==> src/rtl/sdp_pkg.sv <==
package sdp_pkg;
  localparam int unsigned SLOT_CNT = 64;
  localparam int unsigned SLOT_W   = $clog2(SLOT_CNT);
  localparam logic [SLOT_W-1:0] SYNC_SLOT = SLOT_W'(SLOT_CNT - 1);

  typedef enum logic [1:0] {
    FMT_ENH64 = 2'd0,
    FMT_RSV1  = 2'd1,
    FMT_RSV2  = 2'd2,
    FMT_RSV3  = 2'd3
  } fmt_e;

  typedef struct packed {
    logic mce;
    logic en;
    fmt_e fmt;
    logic mono;
  } cfg_t;
endpackage

==> src/rtl/sdp_cfg_regs.sv <==
module sdp_cfg_regs
  import sdp_pkg::*;
(
  input  logic       clk_i,
  input  logic       rst_ni,
  input  logic       we_i,
  input  logic       mce_i,
  input  logic       en_i,
  input  logic [1:0] fmt_i,
  input  logic       mono_i,
  output cfg_t       cfg_o
);
  cfg_t cfg_q;

  always_ff @(posedge clk_i or negedge rst_ni) begin
    if (!rst_ni) begin
      cfg_q <= '0;
    end else if (we_i) begin
      cfg_q.mce  <= mce_i;
      cfg_q.mono <= mono_i;
      // enable and format only move while the gate was already open
      if (cfg_q.mce) begin
        cfg_q.en  <= en_i;
        cfg_q.fmt <= fmt_e'(fmt_i);
      end
    end
  end

  assign cfg_o = cfg_q;
endmodule

==> src/rtl/sdp_bit_clk.sv <==
module sdp_bit_clk
  import sdp_pkg::*;
#(
  parameter int unsigned CLK_DIV = 4
) (
  input  logic              clk_i,
  input  logic              rst_ni,
  input  logic              run_i,
  output logic              sclk_o,
  output logic              fsync_o,
  output logic              fall_o,
  output logic              rise_o,
  output logic [SLOT_W-1:0] slot_o,
  output logic [SLOT_W-1:0] nxt_slot_o
);
  localparam int unsigned PH_W = (CLK_DIV > 2) ? $clog2(CLK_DIV) : 1;
  localparam logic [PH_W-1:0] PH_LAST = PH_W'(CLK_DIV - 1);
  localparam logic [PH_W-1:0] PH_RISE = PH_W'(CLK_DIV / 2 - 1);
  // idle slot sits one before sync so the first period after start is sync
  localparam logic [SLOT_W-1:0] IDLE_SLOT = SLOT_W'(SLOT_CNT - 2);

  logic [PH_W-1:0]   ph_q;
  logic [SLOT_W-1:0] slot_q;
  logic              sclk_q, fsync_q;

  assign fall_o     = run_i && (ph_q == PH_LAST);
  assign rise_o     = run_i && (ph_q == PH_RISE);
  assign nxt_slot_o = slot_q + 1'b1;

  always_ff @(posedge clk_i or negedge rst_ni) begin
    if (!rst_ni) begin
      ph_q    <= PH_LAST;
      slot_q  <= IDLE_SLOT;
      sclk_q  <= 1'b0;
      fsync_q <= 1'b0;
    end else if (!run_i) begin
      ph_q    <= PH_LAST;
      slot_q  <= IDLE_SLOT;
      sclk_q  <= 1'b0;
      fsync_q <= 1'b0;
    end else if (fall_o) begin
      ph_q    <= '0;
      slot_q  <= nxt_slot_o;
      sclk_q  <= 1'b0;
      fsync_q <= (nxt_slot_o == SYNC_SLOT);
    end else begin
      ph_q <= ph_q + 1'b1;
      if (rise_o) sclk_q <= 1'b1;
    end
  end

  assign sclk_o  = sclk_q;
  assign fsync_o = fsync_q;
  assign slot_o  = slot_q;
endmodule

==> src/rtl/sdp_tx.sv <==
module sdp_tx
  import sdp_pkg::*;
#(
  parameter int unsigned WORD_W = 16
) (
  input  logic              clk_i,
  input  logic              rst_ni,
  input  logic              run_i,
  input  logic              fall_i,
  input  logic [SLOT_W-1:0] nxt_slot_i,
  input  logic              mono_i,
  input  logic              tx_valid_i,
  input  logic [WORD_W-1:0] tx_left_i,
  input  logic [WORD_W-1:0] tx_right_i,
  output logic              tx_ready_o,
  output logic              sdout_o
);
  localparam int unsigned PAIR_W = 2 * WORD_W;
  localparam logic [SLOT_W-1:0] DATA_END = SLOT_W'(PAIR_W);

  logic [PAIR_W-1:0] hold_q, shift_q;
  logic              full_q, sdout_q;
  logic              accept, load;

  assign tx_ready_o = !full_q;
  assign accept     = tx_valid_i && !full_q;
  assign load       = fall_i && (nxt_slot_i == SYNC_SLOT);

  always_ff @(posedge clk_i or negedge rst_ni) begin
    if (!rst_ni) begin
      hold_q <= '0;
      full_q <= 1'b0;
    end else begin
      if (accept) hold_q <= {tx_left_i, tx_right_i};
      full_q <= accept || (full_q && !load);
    end
  end

  always_ff @(posedge clk_i or negedge rst_ni) begin
    if (!rst_ni) begin
      shift_q <= '0;
      sdout_q <= 1'b0;
    end else if (!run_i) begin
      sdout_q <= 1'b0;
    end else if (load) begin
      // underrun sends a silent frame
      shift_q <= full_q ? {hold_q[PAIR_W-1:WORD_W],
                           mono_i ? {WORD_W{1'b0}} : hold_q[WORD_W-1:0]}
                        : '0;
      sdout_q <= 1'b0;
    end else if (fall_i) begin
      if (nxt_slot_i < DATA_END) begin
        sdout_q <= shift_q[PAIR_W-1];
        shift_q <= shift_q << 1;
      end else begin
        sdout_q <= 1'b0;
      end
    end
  end

  assign sdout_o = sdout_q;
endmodule

==> src/rtl/sdp_rx.sv <==
module sdp_rx
  import sdp_pkg::*;
#(
  parameter int unsigned WORD_W = 16
) (
  input  logic              clk_i,
  input  logic              rst_ni,
  input  logic              run_i,
  input  logic              rise_i,
  input  logic              fall_i,
  input  logic [SLOT_W-1:0] slot_i,
  input  logic [SLOT_W-1:0] nxt_slot_i,
  input  logic              mono_i,
  input  logic              sdin_i,
  output logic              rx_valid_o,
  output logic [WORD_W-1:0] rx_left_o,
  output logic [WORD_W-1:0] rx_right_o
);
  localparam int unsigned PAIR_W = 2 * WORD_W;
  localparam logic [SLOT_W-1:0] DATA_END = SLOT_W'(PAIR_W);

  logic [PAIR_W-1:0] shift_q;
  logic [WORD_W-1:0] left_q, right_q;
  logic              started_q, valid_q, done;

  assign done = started_q && fall_i && (nxt_slot_i == SYNC_SLOT);

  always_ff @(posedge clk_i or negedge rst_ni) begin
    if (!rst_ni) begin
      started_q <= 1'b0;
      shift_q   <= '0;
    end else begin
      if (!run_i) started_q <= 1'b0;
      else if (fall_i && nxt_slot_i == '0) started_q <= 1'b1;
      if (rise_i && slot_i < DATA_END) shift_q <= {shift_q[PAIR_W-2:0], sdin_i};
    end
  end

  always_ff @(posedge clk_i or negedge rst_ni) begin
    if (!rst_ni) begin
      valid_q <= 1'b0;
      left_q  <= '0;
      right_q <= '0;
    end else begin
      valid_q <= done;
      if (done) begin
        left_q  <= shift_q[PAIR_W-1:WORD_W];
        right_q <= mono_i ? shift_q[PAIR_W-1:WORD_W] : shift_q[WORD_W-1:0];
      end
    end
  end

  assign rx_valid_o = valid_q;
  assign rx_left_o  = left_q;
  assign rx_right_o = right_q;
endmodule

==> src/rtl/sdp_serial_port.sv <==
module sdp_serial_port
  import sdp_pkg::*;
#(
  parameter int unsigned CLK_DIV = 4,
  parameter int unsigned WORD_W  = 16
) (
  input  logic              clk_i,
  input  logic              rst_ni,
  input  logic              cfg_we_i,
  input  logic              cfg_mce_i,
  input  logic              cfg_en_i,
  input  logic [1:0]        cfg_fmt_i,
  input  logic              cfg_mono_i,
  input  logic              tx_valid_i,
  output logic              tx_ready_o,
  input  logic [WORD_W-1:0] tx_left_i,
  input  logic [WORD_W-1:0] tx_right_i,
  output logic              rx_valid_o,
  output logic [WORD_W-1:0] rx_left_o,
  output logic [WORD_W-1:0] rx_right_o,
  input  logic              sdin_i,
  output logic              sclk_o,
  output logic              fsync_o,
  output logic              sdout_o,
  output logic              pins_oe_o
);
  cfg_t              cfg_q;
  logic              run, fall, rise;
  logic [SLOT_W-1:0] slot, nxt_slot;

  sdp_cfg_regs u_cfg (
    .clk_i  (clk_i),
    .rst_ni (rst_ni),
    .we_i   (cfg_we_i),
    .mce_i  (cfg_mce_i),
    .en_i   (cfg_en_i),
    .fmt_i  (cfg_fmt_i),
    .mono_i (cfg_mono_i),
    .cfg_o  (cfg_q)
  );

  // reserved codes leave the link idle
  assign run       = cfg_q.en && (cfg_q.fmt == FMT_ENH64);
  assign pins_oe_o = cfg_q.en;

  sdp_bit_clk #(.CLK_DIV(CLK_DIV)) u_clk (
    .clk_i      (clk_i),
    .rst_ni     (rst_ni),
    .run_i      (run),
    .sclk_o     (sclk_o),
    .fsync_o    (fsync_o),
    .fall_o     (fall),
    .rise_o     (rise),
    .slot_o     (slot),
    .nxt_slot_o (nxt_slot)
  );

  sdp_tx #(.WORD_W(WORD_W)) u_tx (
    .clk_i      (clk_i),
    .rst_ni     (rst_ni),
    .run_i      (run),
    .fall_i     (fall),
    .nxt_slot_i (nxt_slot),
    .mono_i     (cfg_q.mono),
    .tx_valid_i (tx_valid_i),
    .tx_left_i  (tx_left_i),
    .tx_right_i (tx_right_i),
    .tx_ready_o (tx_ready_o),
    .sdout_o    (sdout_o)
  );

  sdp_rx #(.WORD_W(WORD_W)) u_rx (
    .clk_i      (clk_i),
    .rst_ni     (rst_ni),
    .run_i      (run),
    .rise_i     (rise),
    .fall_i     (fall),
    .slot_i     (slot),
    .nxt_slot_i (nxt_slot),
    .mono_i     (cfg_q.mono),
    .sdin_i     (sdin_i),
    .rx_valid_o (rx_valid_o),
    .rx_left_o  (rx_left_o),
    .rx_right_o (rx_right_o)
  );
endmodule

==> config.mk <==
export PLATFORM = sky130hd
export DESIGN_NAME = sdp_serial_port
export DESIGN_NICKNAME = d
export VERILOG_FILES = /design/src/rtl/sdp_pkg.sv /design/src/rtl/sdp_cfg_regs.sv /design/src/rtl/sdp_bit_clk.sv /design/src/rtl/sdp_tx.sv /design/src/rtl/sdp_rx.sv /design/src/rtl/sdp_serial_port.sv
export SDC_FILE = /design/constraint.sdc
export NUM_CORES = 1
export LEC_CHECK = 0
export BUFFER_PORTS_ARGS = -buffer_cell sky130_fd_sc_hd__buf_2
export CORE_MARGIN = 10
export CORE_UTILIZATION = 53
export CTS_CLUSTER_DIAMETER = 40
export CTS_CLUSTER_SIZE = 14
export DETAILED_ROUTE_END_ITERATION = 8
export PLACE_DENSITY_LB_ADDON = 0.12
export RECOVER_POWER = 100
export SYNTH_ARGS = -nofsm -noshare
export SYNTH_HDL_FRONTEND = slang
export SYNTH_HIERARCHICAL = 1
export SYNTH_SLANG_ARGS = --single-unit
==> constraint.sdc <==
create_clock -name clk_i -period 2.11 [get_ports clk_i]
set_input_delay 0.422 -clock clk_i [delete_from_list [all_inputs] [get_ports clk_i]]
set_output_delay 0.422 -clock clk_i [all_outputs]
set_load 0.02 [all_outputs]
==> results of run 1 <==
## metal layers
layer	part of all wire	vias to the layer above	GRT usage
li1	-	2183	-
met1	0.44	2391	0.211
met2	0.50	118	0.283
met3	0.046	13	0.0523
met4	0.012	0	0.0550
met5	0	-	0
## path summary, 6_finish.rpt
kind                                  from                  to  slack [ps]  cells past startpoint
max                        u_clk/slot_o[1]   u_rx/rx_left_o[6]           3                      8
min                         tx_right_i[15]     u_tx/hold_q[15]         210                      3
max reg2reg                u_clk/slot_o[1]   u_rx/rx_left_o[6]           3                      8
min reg2reg                  u_clk/ph_q[0]       u_clk/ph_q[0]         490                      1
max in group asynchronous           rst_ni  u_rx/rx_left_o[13]         160                      3
min in group asynchronous           rst_ni      u_tx/hold_q[9]         970                      2
## kinds of logic after synthesis
group | Yosys count
simple gates | 109
compound gates | 101
buf+inv | 65
fa+ha+maj | 4
flops | 147
xor+xnor | 8
mux | 103
## registers in the layout, summed over array words and instances (netlist names), 2 cells and up
name and cells:
u_rx/rx_left_o 16, u_tx/hold_q 32, u_rx/shift_q 32, u_tx/shift_q 32
u_clk/ph_q 2, u_rx/rx_right_o 16, u_cfg/cfg_o 5, u_clk/slot_o 6
## power breakdown
part           leakage [nW]  switching (mW)  total, mW  internal, mW
Sequential             1.79           0.174       3.36          3.18
Combinational          1.83           0.848       1.54         0.695
Clock                 0.274            1.06       2.79          1.73
Total                  3.89            2.08       7.69          5.61
## worst reg2reg max path, stage by stage, from the launching register on
cell,delay (ps)
dfstp_2,580
and3_4,220
nand3_4,90
xnor2_4,180
nand4_1,160
nor2_4,140
buf_6,150
clkbuf_16,160
mux2_4,310
## Yosys cell counts (2+ instances only)
cell type | n | share of area
xnor2_1 | 2 | 0.0026
o211ai_1 | 32 | 0.035
dfrtp_1 | 140 | 0.52
buf_6 | 7 | 0.012
o311ai_0 | 5 | 0.0065
dfstp_2 | 7 | 0.027
mux2_2 | 75 | 0.12
and2_1 | 5 | 0.0046
ha_1 | 4 | 0.0074
clkbuf_1 | 20 | 0.011
and4_1 | 3 | 0.0039
nand2_1 | 25 | 0.014
mux2_1 | 4 | 0.0066
a31oi_1 | 2 | 0.0018
nand3_1 | 18 | 0.013
o311ai_1 | 9 | 0.012
clkbuf_2 | 2 | 0.0015
nand2_2 | 2 | 0.0018
and3_1 | 2 | 0.0018
buf_2 | 10 | 0.0074
a21oi_1 | 16 | 0.012
a22oi_1 | 16 | 0.018
buf_4 | 5 | 0.0055
mux2_4 | 23 | 0.051
nor2_1 | 3 | 0.0017
o21ai_0 | 18 | 0.013
xor2_1 | 5 | 0.0065
nand4_1 | 23 | 0.021
nor2b_1 | 5 | 0.0046
and4b_1 | 15 | 0.022
inv_1 | 20 | 0.011
## what timing repair did
item	in CTS	in global routing
hold buffers	1	0
cloned	2	3
setup endpoints to repair	46	63
endpoints found under the hold margin	24	0
gates resized for setup	26	37
pin swaps	3	9
setup buffers	3	7
## area by class of cell
cell class                 instances  area share
clock buffer                      26      0.0591
clock inverter                     5     0.00593
inverter                          20     0.00889
multi-input combinational        325       0.350
sequential                       147       0.437
tap                              172      0.0255
timing repair buffer             123       0.113
## metrics by stage
stage / utilization / area [µm²]
floorplan: - / 6790
global placement: 0.593 / 7460
detailed placement: 0.593 / 7460
CTS: 0.652 / 8190
global route: 0.672 / 8450
finish: 0.672 / 8450
==> impl_metrics.csv, run 1 <==
group,metric,value,unit
synthesis,synth_adder_area_share,0.00738,
pwr,ir_worst_vdd,605,µV
drt,finalWirelength,15.5,mm
finish,final-instance-count-excl-fill,818,
die,io_pins,80,
timing,skew,5.91,ps
worst_hold_path,hold_path.class,"in -> reg",
die,fp.dieArea,17700,µm²
timing,setup_violations,0,
synthesis,ys_types,45,
timing,layout_setup_ws,3.40,ps
grt,grt_pass1_wl,25.1,mm
timing,tightest_slew,1340,ps
synthesis,syn_area_per_cell,12.6,µm²
timing,fmax,475,MHz
critical_path,cp_slowest_cell,"dfstp_2",
placement,dp.cells,771,
synthesis,synth_edf_count,0,
clock_network,root_buffer,"clkbuf_16",
placement,port_buffers,79,
synthesis,synthMuxAreaShare,0.184,
critical_path,endpoint_kind,"flip-flop",
finish,fillers,947,
clock_network,numCtsBuffers,17,
critical_path,arrival,2400,ps
grt,grt_pass1_vias,4877,
synthesis,yosysSeqAreaShare,0.544,
synthesis,synth_top_family_by_area,"multiplexers",
drt,viasPerCell,5.75,
finish,final_cell_mix,"139 x dfrtp_1, 78 x buf_2, 55 x mux2_2",
die,die_w,133,µm
drt,dr_total_vias,4705,
drt,drt-initial-drc-count,423,
synthesis,synth-async-reset-ratio,1.00,
finish,final_common_cell,"dfrtp_1",
finish,areaGrowthSynthToFinish,24.5,%
pwr,fin_total_pwr,7.69,mW
finish,nets,680,
synthesis,syn-num-nets,583,
critical_path,required,2410,ps
grt,groute.usage.overall,0.172,
timing,setup_tns,0,ps
clock_network,clk_pin_slew,60,ps
finish,antenna_cells,0,
pwr,p_per_area,911,nW/µm²
synthesis,yosysWarnings,6,
finish,multi_input_area,2960,µm²
die,die_height,133,µm
timing,rsz0062_at_grt,"yes",
clock_network,cts_buffer_depth,2,
drt,routedWlPerCell,18.9,µm
flow_run,drv_cap,0,
die,rows,41,
placement,hpwl,9.46,mm
clock_network,cts_max_level,4,
synthesis,yosys_most_used_dff,"dfrtp_1",
placement,pre_cts_slack,-104,ps
timing,fin_crit_sh,0.998,
placement,place_congestion,0.778,
synthesis,syn_area,6780,µm²
critical_path,start_kind,"flip-flop",
drt,drcViolationCount,0,
critical_path,path_buf_inv,2,
outcome,status,"finished, final reports clean",
grt,grt.overflow.total,0,
timing,finalHoldViolations,0,
critical_path,crit_type,"reg -> reg",
drt,ant_nets,0,
clock_network,clk-insertion-delay-late,410,ps
finish,regArea,3690,µm²
timing,fin_hold_ws,212,ps
synthesis,synth-simple-area-share,0.100,
critical_path,path_cells,"and3_4, nand3_4, xnor2_4, nand4_1, nor2_4, buf_6, clkbuf_16, mux2_4",
clock_network,cts.sink_count,147,
timing,final.min_clock_period,2110,ps
grt,grt_antenna_before_repair,0,
finish,drive_above_1_share,0.427,
critical_path,crit_family,"simple AND/OR/NAND/NOR gates",
synthesis,synth_compound_area_frac,0.103,
critical_path,crit_path_max_fanout,6,
critical_path,crit_path_max_incr_delay,580,ps
synthesis,ys_seq_elements,147,
synthesis,yosys.area_share.xor_xnor,0.0114,
pwr,p_leak,3.89,nW
timing,slew_headroom,0.110,
timing,drv_slew,0,
grt,grt_start_max_net_pins,68,
clock_network,cts_tree,"done",
drt,dr.pass1.iters,4,
synthesis,postSynthCellCount,537,
die,start_util,0.540,
die,core,12600,µm²
Power figures use the tool's default switching activity.
==> inputs of run 2 (changes only) <==
--- a/config.mk
+++ b/config.mk
@@ -7,7 +7,8 @@
 export LEC_CHECK = 0
 export BUFFER_PORTS_ARGS = -buffer_cell sky130_fd_sc_hd__buf_2
 export CORE_MARGIN = 10
-export CORE_UTILIZATION = 53
+export CORE_UTILIZATION = 60
+export CTS_BUF_LIST = sky130_fd_sc_hd__clkbuf_8
 export CTS_CLUSTER_DIAMETER = 40
 export CTS_CLUSTER_SIZE = 14
 export DETAILED_ROUTE_END_ITERATION = 8
==> constraint.sdc (replaced) <==
create_clock -name clk_i -period 2.15 [get_ports clk_i]
set_input_delay 0.43 -clock clk_i [delete_from_list [all_inputs] [get_ports clk_i]]
set_output_delay 0.43 -clock clk_i [all_outputs]
set_load 0.02 [all_outputs]
==> impl_metrics.csv, run 2 (synthesized netlist as in run 1, its figures left out) <==
group,metric,value,unit
outcome,violations,"setup timing",
grt,groute.usage.overall,0.187,
drt,ant_nets,0,
clock_network,numCtsBuffers,17,
critical_path,required,2520,ps
die,start_util,0.620,
timing,rsz0062_at_grt,"yes",
critical_path,crit_path_max_fanout,5,
critical_path,arrival,2540,ps
drt,drt-initial-drc-count,506,
outcome,status,"finished, violations left",
grt,grt_pass1_wl,24.7,mm
die,core,10900,µm²
placement,place_congestion,0.833,
finish,final_util,0.748,
critical_path,endpoint_kind,"flip-flop",
clock_network,clk-insertion-delay-late,480,ps
critical_path,path_buf_inv,2,
timing,setup_violations,5,
finish,final_common_cell,"dfrtp_1",
clock_network,cts_tree,"done",
critical_path,cp_slowest_cell,"dfstp_2",
die,fp.dieArea,16000,µm²
placement,hpwl,9.60,mm
finish,drive_above_1_share,0.436,
clock_network,root_buffer,"clkbuf_8",
timing,finalHoldViolations,0,
worst_hold_path,holdCritStartpoint,"tx_right_i[8]",
critical_path,r2r-start,"u_clk/slot_o[1]",
critical_path,reg2regPathDepth,8,
flow_run,drv_cap,0,
grt,grt.overflow.total,0,
placement,placed_area,7400,µm²
worst_hold_path,whs_endpoint,"u_tx/hold_q[8]",
placement,port_buffers,79,
critical_path,crit_path_max_incr_delay,590,ps
critical_path,crit_family,"simple AND/OR/NAND/NOR gates",
drt,dr_total_vias,4741,
drt,routedWlPerCell,19.7,µm
die,die_height,126,µm
drt,dr.pass1.iters,5,
clock_network,clk_pin_slew,100,ps
die,rows,38,
timing,skew,14.4,ps
finish,fin_area,8180,µm²
grt,grt_pass1_vias,4871,
critical_path,start_kind,"flip-flop",
timing,slew_headroom,0.278,
drt,finalWirelength,15.4,mm
clock_network,cts_max_level,4,
drt,drcViolationCount,0,
critical_path,path_cells,"and3_4, nand3_4, xnor2_4, nand4_1, nor2_4, buf_6, buf_16, mux2_4",
grt,grt_antenna_before_repair,0,
drt,viasPerCell,6.06,
die,die_w,126,µm
clock_network,cts_buffer_depth,2,
finish,final_cell_mix,"139 x dfrtp_1, 78 x buf_2, 56 x mux2_2",
grt,grt_start_max_net_pins,44,
finish,areaGrowthSynthToFinish,20.6,%
finish,antenna_cells,0,
timing,final.min_clock_period,2170,ps
placement,pre_cts_slack,-133,ps
worst_hold_path,hold_path.class,"in -> reg",
critical_path,crit_type,"reg -> reg",
critical_path,r2r-end,"u_rx/rx_right_o[14]",
clock_network,cts.sink_count,147,
die,io_pins,80,
timing,drv_slew,0,
worst_hold_path,hold_path_depth,3,
timing,tightest_slew,1080,ps
finish,reg.largest.list,"u_rx/shift_q (32), u_tx/hold_q (32), u_tx/shift_q (32)",
finish,nets,675,
timing,layout_setup_ws,-18.2,ps
timing,fin_crit_sh,1.01,
critical_path,r2r_setup_slack,-20,ps
timing,setup_tns,-73.5,ps
timing,fin_hold_ws,159,ps
timing,fmax,461,MHz
pwr,p_leak,3.77,nW
pwr,p_per_area,855,nW/µm²
pwr,ir_worst_vdd,599,µV
==> run 2: worst register-to-register path: stages, from the launching register on <==
cell	delay (ps)
dfstp_2	590
and3_4	220
nand3_4	100
xnor2_4	150
nand4_1	180
nor2_4	270
buf_6	150
buf_16	120
mux2_4	300
==> run 2: through the flow <==
step | power [mW] | instances
floorplan | 4.24 | 537
global placement | 4.64 | 737
detailed placement | 4.71 | 737
CTS | 6.94 | 778
global route | 7.35 | 782
finish | 6.99 | 782
==> run 2: worst max-delay path by stage <==
stage,end,start,slack (ps),cells past startpoint
global route,u_rx/rx_right_o[7],u_clk/slot_o[1],-100,8
detailed placement,u_tx/shift_q[3],u_clk/slot_o[1],-130,7
CTS,u_rx/rx_left_o[14],u_clk/slot_o[1],-40,7
global placement,u_rx/rx_right_o[0],u_clk/slot_o[1],-9,7
floorplan,u_rx/rx_right_o[1],u_clk/slot_o[1],30,7
finish,u_rx/rx_right_o[14],u_clk/slot_o[1],-20,8
==> run 2: metal layers <==
layer | GRT usage | wire [µm]
met5 | 0 | 0
met4 | 0.0663 | 238
met1 | 0.235 | 6720
met3 | 0.0496 | 768
met2 | 0.306 | 7690
==> run 2: power by group <==
group	internal [mW]	switching, mW	leakage [nW]	total (mW)
logic	0.664	0.865	1.79	1.53
registers	3.12	0.182	1.79	3.30
clock network	0.968	1.20	0.196	2.16
total	4.75	2.24	3.77	6.99
==> run 2: layout make-up <==
cell class | instances | area, µm²
Fill cell | 723 | 2760
Timing Repair Buffer | 117 | 828
Sequential cell | 147 | 3690
Clock inverter | 15 | 160
Clock buffer | 17 | 234
Inverter | 20 | 75.1
Tap cell | 140 | 175
Multi-Input combinational cell | 326 | 3020
==> run 2: what timing repair did <==
| item | in CTS | in global routing |
|---|---|---|
| resized for setup | 14 | 44 |
| pin swaps | 4 | 5 |
| gates cloned | 3 | 2 |
| buffers inserted | 5 | 3 |
| setup endpoints to repair | 56 | 64 |
| hold endpoints to repair | 38 | 0 |
| hold buffers | 1 | 0 |
==> inputs of run 3 (changes only) <==
--- a/config.mk
+++ b/config.mk
@@ -5,13 +5,13 @@
 export SDC_FILE = /design/constraint.sdc
 export NUM_CORES = 1
 export LEC_CHECK = 0
-export BUFFER_PORTS_ARGS = -buffer_cell sky130_fd_sc_hd__buf_2
 export CORE_MARGIN = 10
 export CORE_UTILIZATION = 60
 export CTS_BUF_LIST = sky130_fd_sc_hd__clkbuf_8
 export CTS_CLUSTER_DIAMETER = 40
 export CTS_CLUSTER_SIZE = 14
 export DETAILED_ROUTE_END_ITERATION = 8
+export DONT_BUFFER_PORTS = 1
 export PLACE_DENSITY_LB_ADDON = 0.12
 export RECOVER_POWER = 100
 export SYNTH_ARGS = -nofsm -noshare
==> impl_metrics.csv, run 3 (synthesized netlist as in run 1, its figures left out) <==
group,metric,value,unit
outcome,status,"finished, violations left",
outcome,violations,"hold timing, setup timing",
grt,met1_usage,0.222,
timing,fmax,459,MHz
pwr,fin_total_pwr,6.75,mW
timing,layout_setup_ws,-29.9,ps
critical_path,crit_family,"simple AND/OR/NAND/NOR gates",
finish,final-instance-count-excl-fill,697,
pwr,p_leak,3.33,nW
timing,final.min_clock_period,2180,ps
timing,tightest_slew,932,ps
die,die_w,126,µm
worst_hold_path,hold_path.class,"in -> async",
timing,drv_slew,0,
grt,grt_start_max_net_pins,148,
placement,port_buffers,0,
die,die_height,126,µm
grt,grt_pass1_wl,23.9,mm
drt,viasPerCell,6.27,
drt,ant_nets,0,
finish,fillers,761,
timing,finalHoldViolations,147,
finish,final_util,0.693,
timing,rsz0062_at_grt,"yes",
critical_path,required,2490,ps
drt,dr.pass1.iters,5,
critical_path,r2r-start,"u_clk/slot_o[1]",
drt,dr_total_vias,4372,
placement,hpwl,9.24,mm
clock_network,numCtsBuffers,17,
timing,setup_violations,19,
finish,reg.largest.list,"u_rx/shift_q (32), u_tx/hold_q (32), u_tx/shift_q (32)",
clock_network,cts_tree,"done",
placement,placed_area,6980,µm²
critical_path,crit_path_max_fanout,5,
grt,grt_antenna_before_repair,0,
grt,grt.overflow.total,0,
finish,fin_area,7580,µm²
die,fp.dieArea,16000,µm²
clock_network,root_buffer,"clkbuf_8",
clock_network,cts.sink_count,147,
die,core,10900,µm²
clock_network,clk_pin_slew,80,ps
critical_path,crit_type,"reg -> reg",
die,start_util,0.620,
timing,fin_crit_sh,1.01,
critical_path,path_buf_inv,2,
timing,skew,10.2,ps
grt,met3_usage,0.0746,
timing,setup_tns,-308,ps
clock_network,clk-insertion-delay-late,460,ps
grt,groute.usage.overall,0.184,
die,rows,38,
placement,dp.cells,658,
placement,place_congestion,0.791,
finish,final_cell_mix,"140 x dfrtp_1, 65 x mux2_2, 33 x mux2_4",
critical_path,start_kind,"flip-flop",
die,io_pins,80,
grt,busiest_layer,"met2",
drt,drcViolationCount,0,
timing,fin_hold_ws,-343,ps
critical_path,arrival,2520,ps
critical_path,cp_slowest_cell,"dfstp_2",
pwr,p_per_area,891,nW/µm²
critical_path,endpoint_kind,"flip-flop",
finish,regArea,3690,µm²
pwr,ir_worst_vdd,552,µV
timing,slew_headroom,0.376,
clock_network,cts_buffer_depth,2,
finish,nets,591,
finish,drive_above_1_share,0.334,
finish,multi_input_area,2900,µm²
finish,antenna_cells,0,
placement,pre_cts_slack,-77.3,ps
drt,finalWirelength,14.6,mm
clock_network,cts_max_level,4,
finish,final_common_cell,"dfrtp_1",
drt,routedWlPerCell,21.0,µm
grt,grt_pass1_vias,4575,
finish,areaGrowthSynthToFinish,11.8,%
flow_run,drv_cap,0,
drt,drt-initial-drc-count,445,
critical_path,path_cells,"and3_4, nand3_4, xnor2_4, nand4_1, nor2_4, buf_6, clkbuf_16, mux2_4",
critical_path,cp-startpoint,"u_clk/slot_o[1]",
grt,gr-usage-met2,0.298,
critical_path,crit_path_max_incr_delay,600,ps
## run 3: cell count changes in the layout (fill, tap and decap cells not counted), moves of 4 or more
| cell | previous run | this run |
|---|---|---|
| buf_2 | 78 | 0 |
| mux2_2 | 56 | 65 |
| mux2_4 | 42 | 33 |
| clkbuf_2 | 4 | 0 |
| inv_8 | 4 | 0 |
| o311ai_1 | 5 | 9 |
## run 3: layout make-up
| cell class | instances | area share |
|---|---|---|
| clock buffer | 19 | 0.0345 |
| clock inverter | 12 | 0.0173 |
| multi-input combinational | 325 | 0.382 |
| sequential | 147 | 0.486 |
| inverter | 20 | 0.00990 |
| tap | 140 | 0.0231 |
| timing repair buffer | 34 | 0.0469 |
## run 3: layer usage
layer / share of wire / vias up
li1: - / 1999
met1: 0.42 / 2245
met2: 0.51 / 110
met3: 0.064 / 18
met4: 0.0081 / 0
met5: 0 / -
## run 3: final timing paths
kind                                       end  slack, ps  cells past startpoint
max                        u_rx/rx_right_o[14]        -30                      8
min                            u_tx/shift_q[9]       -340                      0
max reg2reg                u_rx/rx_right_o[14]        -30                      8
min reg2reg                    u_tx/hold_q[31]        510                      1
max in group asynchronous      u_clk/slot_o[4]       2240                      0
min in group clk_i              u_tx/hold_q[9]         90                      2
## run 3: power breakdown
group	switching (mW)	internal (mW)	leakage, nW
combinational	0.735	0.565	1.35
clock	1.07	1.09	0.196
sequential	0.182	3.11	1.79
total	1.99	4.77	3.33
## run 3: repair_timing
action | CTS | global route
gates cloned | 1 | 2
pin swaps | 4 | 5
gates resized for setup | 10 | 27
setup endpoints to repair | 52 | 64
setup buffers | 4 | 2
hold endpoints to repair | 147 | 147
## run 3: worst reg2reg max path: cells and delay by family (launching register included)
| kind | cells | cell delay [ps] |
|---|---|---|
| AND/OR/NAND/NOR | 4 | 710 |
| flip-flops | 1 | 600 |
| buffers and inverters | 2 | 300 |
| multiplexers | 1 | 290 |
| XOR/XNOR | 1 | 180 |
